$ cat src/rtl/ser_out_pkg.sv
package ser_out_pkg;

  typedef enum logic [1:0] {
    TRI_BUF = 2'd0,
    TRI_SDR = 2'd1,
    TRI_DDR = 2'd2
  } tri_mode_e;

  localparam int unsigned LANE_MAX_W = 8;

  function automatic bit cfg_ok(input bit data_ddr, input tri_mode_e tm,
                                input int unsigned w, input int unsigned tw);
    bit w_ok;
    bit tw_ok;
    if (data_ddr) w_ok = (w == 4) || (w == 6) || (w == 8) || (w == 10);
    else          w_ok = (w >= 2) && (w <= 8);
    if (tm == TRI_DDR && data_ddr && w == 4) tw_ok = (tw == 4);
    else                                     tw_ok = (tw == 1);
    return w_ok && tw_ok;
  endfunction

  function automatic int unsigned beat_bits(input bit data_ddr);
    return data_ddr ? 2 : 1;
  endfunction

endpackage

$ cat src/rtl/ser_beat_ctrl.sv
module ser_beat_ctrl #(
  parameter int unsigned CPW = 2
) (
  input  logic clk,
  input  logic rst,
  input  logic in_valid,
  output logic ready_o,
  output logic take_o
);
  localparam int unsigned CNT_W = (CPW > 1) ? $clog2(CPW) : 1;
  localparam logic [CNT_W-1:0] LAST = CNT_W'(CPW - 1);

  logic [CNT_W-1:0] beat;

  always_ff @(posedge clk) begin
    if (rst)               beat <= LAST;
    else if (beat == LAST) beat <= '0;
    else                   beat <= beat + 1'b1;
  end

  assign ready_o = (beat == LAST);
  assign take_o  = ready_o & in_valid;
endmodule

$ cat src/rtl/ser_shift_lane.sv
module ser_shift_lane #(
  parameter int unsigned LANE_W = 4,
  parameter int unsigned STEP   = 2
) (
  input  logic              clk,
  input  logic              rst,
  input  logic              load_i,
  input  logic              take_i,
  input  logic [LANE_W-1:0] word_i,
  input  logic [STEP-1:0]   casc_i,
  output logic [STEP-1:0]   low_o
);
  logic [LANE_W-1:0] sr;

  generate
    if (LANE_W > STEP) begin : g_deep
      always_ff @(posedge clk) begin
        if (rst)         sr <= '0;
        else if (load_i) sr <= take_i ? word_i : '0;
        else             sr <= {casc_i, sr[LANE_W-1:STEP]};
      end
    end else begin : g_flat
      always_ff @(posedge clk) begin
        if (rst)         sr <= '0;
        else if (load_i) sr <= take_i ? word_i : '0;
        else             sr <= casc_i;
      end
    end
  endgenerate

  assign low_o = sr[STEP-1:0];
endmodule

$ cat src/rtl/ser_tri_path.sv
module ser_tri_path #(
  parameter ser_out_pkg::tri_mode_e TRI_MODE = ser_out_pkg::TRI_DDR,
  parameter int unsigned            TRI_W    = 4
) (
  input  logic             clk,
  input  logic             rst,
  input  logic             load_i,
  input  logic             take_i,
  input  logic [TRI_W-1:0] t_i,
  output logic             tq_o
);
  generate
    if (TRI_MODE == ser_out_pkg::TRI_BUF) begin : g_pass
      logic unused_pass;
      assign unused_pass = ^{clk, rst, load_i, take_i, t_i};
      assign tq_o = t_i[0];
    end else if (TRI_W == 4) begin : g_quad
      logic [3:0] ts;
      always_ff @(posedge clk) begin
        if (rst)         ts <= '1;
        else if (load_i) ts <= take_i ? t_i[3:0] : 4'hF;
        else             ts <= {2'b11, ts[3:2]};
      end
      assign tq_o = clk ? ts[0] : ts[1];
    end else begin : g_single
      logic ts1;
      always_ff @(posedge clk) begin
        if (rst)         ts1 <= 1'b1;
        else if (load_i) ts1 <= take_i ? t_i[0] : 1'b1;
      end
      assign tq_o = ts1;
    end
  endgenerate
endmodule

$ cat src/rtl/ser_out_pin.sv
module ser_out_pin #(
  parameter bit                     DATA_DDR = 1'b1,
  parameter ser_out_pkg::tri_mode_e TRI_MODE = ser_out_pkg::TRI_DDR,
  parameter int unsigned            WORD_W   = 4,
  parameter int unsigned            TRI_W    = 4
) (
  input  logic              clk,
  input  logic              rst,
  input  logic              in_valid,
  output logic              in_ready,
  input  logic [WORD_W-1:0] in_data,
  input  logic [TRI_W-1:0]  in_tri,
  output logic              ser_q,
  output logic              ser_t
);
  localparam int unsigned STEP = ser_out_pkg::beat_bits(DATA_DDR);
  localparam int unsigned CPW  = WORD_W / STEP;
  localparam int unsigned MW   = (WORD_W > ser_out_pkg::LANE_MAX_W) ?
                                 ser_out_pkg::LANE_MAX_W : WORD_W;
  localparam int unsigned SW   = WORD_W - MW;

  if (!ser_out_pkg::cfg_ok(DATA_DDR, TRI_MODE, WORD_W, TRI_W)) begin : g_bad_cfg
    $error("ser_out_pin: illegal combination of rate modes and widths");
  end

  logic            take;
  logic [STEP-1:0] casc;
  logic [STEP-1:0] low;

  ser_beat_ctrl #(.CPW(CPW)) u_beat (
    .clk      (clk),
    .rst      (rst),
    .in_valid (in_valid),
    .ready_o  (in_ready),
    .take_o   (take)
  );

  generate
    if (SW > 0) begin : g_slave
      ser_shift_lane #(.LANE_W(SW), .STEP(STEP)) u_slave (
        .clk    (clk),
        .rst    (rst),
        .load_i (in_ready),
        .take_i (take),
        .word_i (in_data[WORD_W-1:MW]),
        .casc_i ({STEP{1'b0}}),
        .low_o  (casc)
      );
    end else begin : g_solo
      assign casc = '0;
    end
  endgenerate

  ser_shift_lane #(.LANE_W(MW), .STEP(STEP)) u_master (
    .clk    (clk),
    .rst    (rst),
    .load_i (in_ready),
    .take_i (take),
    .word_i (in_data[MW-1:0]),
    .casc_i (casc),
    .low_o  (low)
  );

  generate
    if (DATA_DDR) begin : g_ddr_mux
      assign ser_q = clk ? low[0] : low[STEP-1];
    end else begin : g_sdr_out
      assign ser_q = low[0];
    end
  endgenerate

  ser_tri_path #(.TRI_MODE(TRI_MODE), .TRI_W(TRI_W)) u_tri (
    .clk    (clk),
    .rst    (rst),
    .load_i (in_ready),
    .take_i (take),
    .t_i    (in_tri),
    .tq_o   (ser_t)
  );
endmodule

$ cat config.mk
export PLATFORM = sky130hd
export DESIGN_NAME = ser_out_pin
export DESIGN_NICKNAME = d
export VERILOG_FILES = /design/src/rtl/ser_out_pkg.sv /design/src/rtl/ser_beat_ctrl.sv /design/src/rtl/ser_shift_lane.sv /design/src/rtl/ser_tri_path.sv /design/src/rtl/ser_out_pin.sv
export SDC_FILE = /design/constraint.sdc
export NUM_CORES = 1
export LEC_CHECK = 0
export BUFFER_PORTS_ARGS = -buffer_cell sky130_fd_sc_hd__buf_2
export CELL_PAD_IN_SITES_DETAIL_PLACEMENT = 1
export CELL_PAD_IN_SITES_GLOBAL_PLACEMENT = 2
export CORE_AREA = 2 2 39 41
export CTS_CLUSTER_DIAMETER = 30
export DETAILED_ROUTE_END_ITERATION = 8
export DIE_AREA = 0 0 41 43
export GPL_TIMING_DRIVEN = 0
export PLACE_DENSITY = 0.76
export SLEW_MARGIN = 20
export SYNTH_ARGS = -nofsm -noshare
export SYNTH_HDL_FRONTEND = slang
export SYNTH_SLANG_ARGS = --single-unit
$ cat constraint.sdc
create_clock -name clk -period 2.5 [get_ports clk]
set_input_delay 0.25 -clock clk [delete_from_list [all_inputs] [get_ports clk]]
set_output_delay 0.25 -clock clk [all_outputs]
set_load 0.01 [all_outputs]
======== Yosys cells after proc, flatten, opt, wreduce, memory -nomap -nowiden ========
Index checks and enable logic that the tools add are counted.
cells by class
  $add $sub $neg .......................... 1
  multiply operators ...................... 0
  divide/modulo/power cells ............... 0
  order comparisons ....................... 0
  eq/ne operators ......................... 0
  shifts and indexed selects .............. 0
  multiplexer cells ....................... 7
  bitwise operators ....................... 3
  reductions and logical operators ........ 1
operators with widths
  kind                 number
  $mux 2               4
  $mux 1               3
  $reduce_or 3->1      1
  $not 1->1            2
  $add 1x1->1 const B  1
  $and 1x1->1          1
storage, ports and cells
  bits in registers ....................... 9
  bits in latches ......................... 0
  memory bits (writable) .................. 0
  memory bits (read-only) ................. 0
  input port bits ......................... 11
  logic and storage cells ................. 17
  memories ................................ 0

======== Longest topological paths before layout ========
  word-level depth ........................ 3
  depth in mapped cells ................... 3

======== Modules after synthesis ========
A second synthesis with hierarchy kept.
second synthesis, totals
  cells, all modules ...................... 37
  area, all modules ....................... 355.3 um^2
by module, submodules not included
  module          times used  cells each  area an instance (um^2)
  ser_shift_lane  1           18          160.2
  ser_tri_path    1           14          143.9
  ser_beat_ctrl   1           3           32.5
  ser_out_pin     1           2           18.8

==> impl_metrics.ini <==
[pwr]
p_clk_frac = 0.573
pwr-share-comb = 0.055
seq_power_share = 0.371
p_leak_nw = 0.218
switching_share = 0.235
intPower_mw = 0.314
pwr_density_cell_nw_per_um2 = 904
switching_power_mw = 0.0965
ir_drop_v = 0.000348

[final_layout]
nNetsFinal = 62
design_area_sq_um = 454
multi_input_area_sq_um = 110
seq_area_sq_um = 180
final_cell_mix = 13 x buf_2, 9 x dfxtp_1, 7 x clkbuf_4, 3 x inv_1
synthToLayoutAreaGrowth_pct = 45.2
diodes = 0
final_common_cell = buf_2
drive_gt1_frac = 0.480
fillers = 164

[grt]
grt_max_degree = 9
antenna_found_initial = 0
grt_pass1_wl_mm = 1.01
grt_pass1_vias = 291
grtUsageTotal = 0.112
grt_overflow = 0

[routing]
drt_iter0_drc = 3
ant_nets = 0
routed_via_density = 4.18
dr_total_vias = 276
wl_microns = 602
drc = 0
wl_per_cell_microns = 9.12
drtPass1Iterations = 2

[placement]
placed_area_sq_um = 398
hpwlAfterDp_microns = 411
io_buffers = 13
place.gp.congestion = 0.637

[die]
die_area_sq_um = 1760
rows = 14
die_w_microns = 41
start_util = 0.226
ios = 14
core_area_sq_um = 1380
die_h_microns = 43

[flow_run]
maxCapViolCount = 0

[timing]
final_max_slew_viol_count = 0
setup_viol = 0
relSlewSlack = 0.872
finalSetupTns_ns = 0
worst-slew-pin-transition_ns = 0.191
finalHoldViolCount = 0
clock_skew_ns = 0.00172
rsz0062_at_grt = false

[cts]
clkTransAtPathRegs_ns = 0.06
post_cts_buffers = 0
hold_buffers = 0
ctsResizeCount = 0
clk_latency_ns = 0.37
cts_tree = yes

[yosys]
ys_seq_area_frac = 0.576
yosysWarnings = 0
ys_types = 14
synth_area_leaders = dfxtp_1 58%, mux2_2 7.2%, nand3b_1 4.8%, a31oi_1 4.0%, and3_1 4.0%
synth-seq-cells = 9
netlist_instances = 29
synth_area_per_cell_sq_um = 10.8
synth_top_cell_by_area = dfxtp_1
syn-num-nets = 40
synth_area_sq_um = 313
post-synth-top-area-fraction = 0.576

[setup_path]
crit_start = clk
critical_path_class = clk2out
r2r_slack_ns = 1.51
crit_path_start_kind = clock port
critPathCaptureType = output pin
crit_required_ns = 2.25
critical_path.max_fanout = 2
crit_arrival_ns = 1.88
rr_startpoint = u_beat.ready_o

[run_status]
outcome = finished clean

[worst_hold_path]
worstHoldStart = in_tri[3]
min_path_type = in2reg
synthesized netlist by cell type, drive strengths merged:
cell type	count
buf	1
nand2b	1
nor2	1
nor2b	1
a21oi	1
nand3b	2
nand3	1
inv	3
a32o	1
dfxtp	9
nor3	2
mux2	2
a31oi	2
and3	2
metrics by stage:
stage,setup slack (ns),hold slack (ns),cells,utilization,power (mW)
floorplan,0.724,0.319,29,-,0.187
CTS,0.357,0.0450,66,0.328,0.424
global route,0.339,0.0454,66,0.328,0.444
finish,0.371,0.0589,66,0.328,0.410
global placement,0.630,0.436,58,0.288,0.204
detailed placement,0.630,0.438,58,0.288,0.205
critical path: stages:
cell	delay, ns
clkbuf_4	0.12
clkbuf_4	0.12
mux2_2	0.25
buf_2	0.13
power by group through the flow:
stage	clock [mW]	combinational (mW)	sequential (mW)
after floorplan	0.0207	0.0103	0.156
after global placement	0.0262	0.0227	0.156
after detailed placement	0.0262	0.0231	0.156
after CTS	0.248	0.0231	0.153
after global routing	0.265	0.0257	0.153
final	0.235	0.0226	0.152
metal layers:
metal  wire (microns)  vias up  track usage  part of all wire
met2              317       12        0.119              0.53
met5                0        -            0                 0
met1              219      120       0.0747              0.36
met3               47        2       0.0628             0.078
met4               17        0        0.253             0.028
li1                 -      142            -                 -
path summary, 6_finish.rpt:
kind / depth (start not counted) / end
setup / recovery: 4 / ser_t
hold reg to reg: 1 / u_master.sr[1]
setup reg to reg: 3 / u_master.sr[1]
hold / removal: 2 / u_tri.g_quad.ts[3]
sequential cells by signal, indices dropped and copies added, names as in the netlist:
| register | count |
|---|---|
| u_tri.g_quad.ts | 4 |
| u_beat.ready_o | 1 |
| u_master.sr | 4 |
cell families after synthesis:
family,after synthesis,synth area share
AOI/OAI and AO/OA,4,0.0920
buffers and inverters,4,0.0720
DFF,9,0.576
muxes,2,0.0720
and+or+nand+nor,10,0.188
layout make-up:
class,count,area share
plain buffers,1,0.0248
clock buffers,10,0.146
inverters,3,0.0248
multi-input cells,16,0.242
flip-flops and latches,9,0.397
well taps,16,0.0441
repair buffers,11,0.121
(Power assumes the default switching activity.)
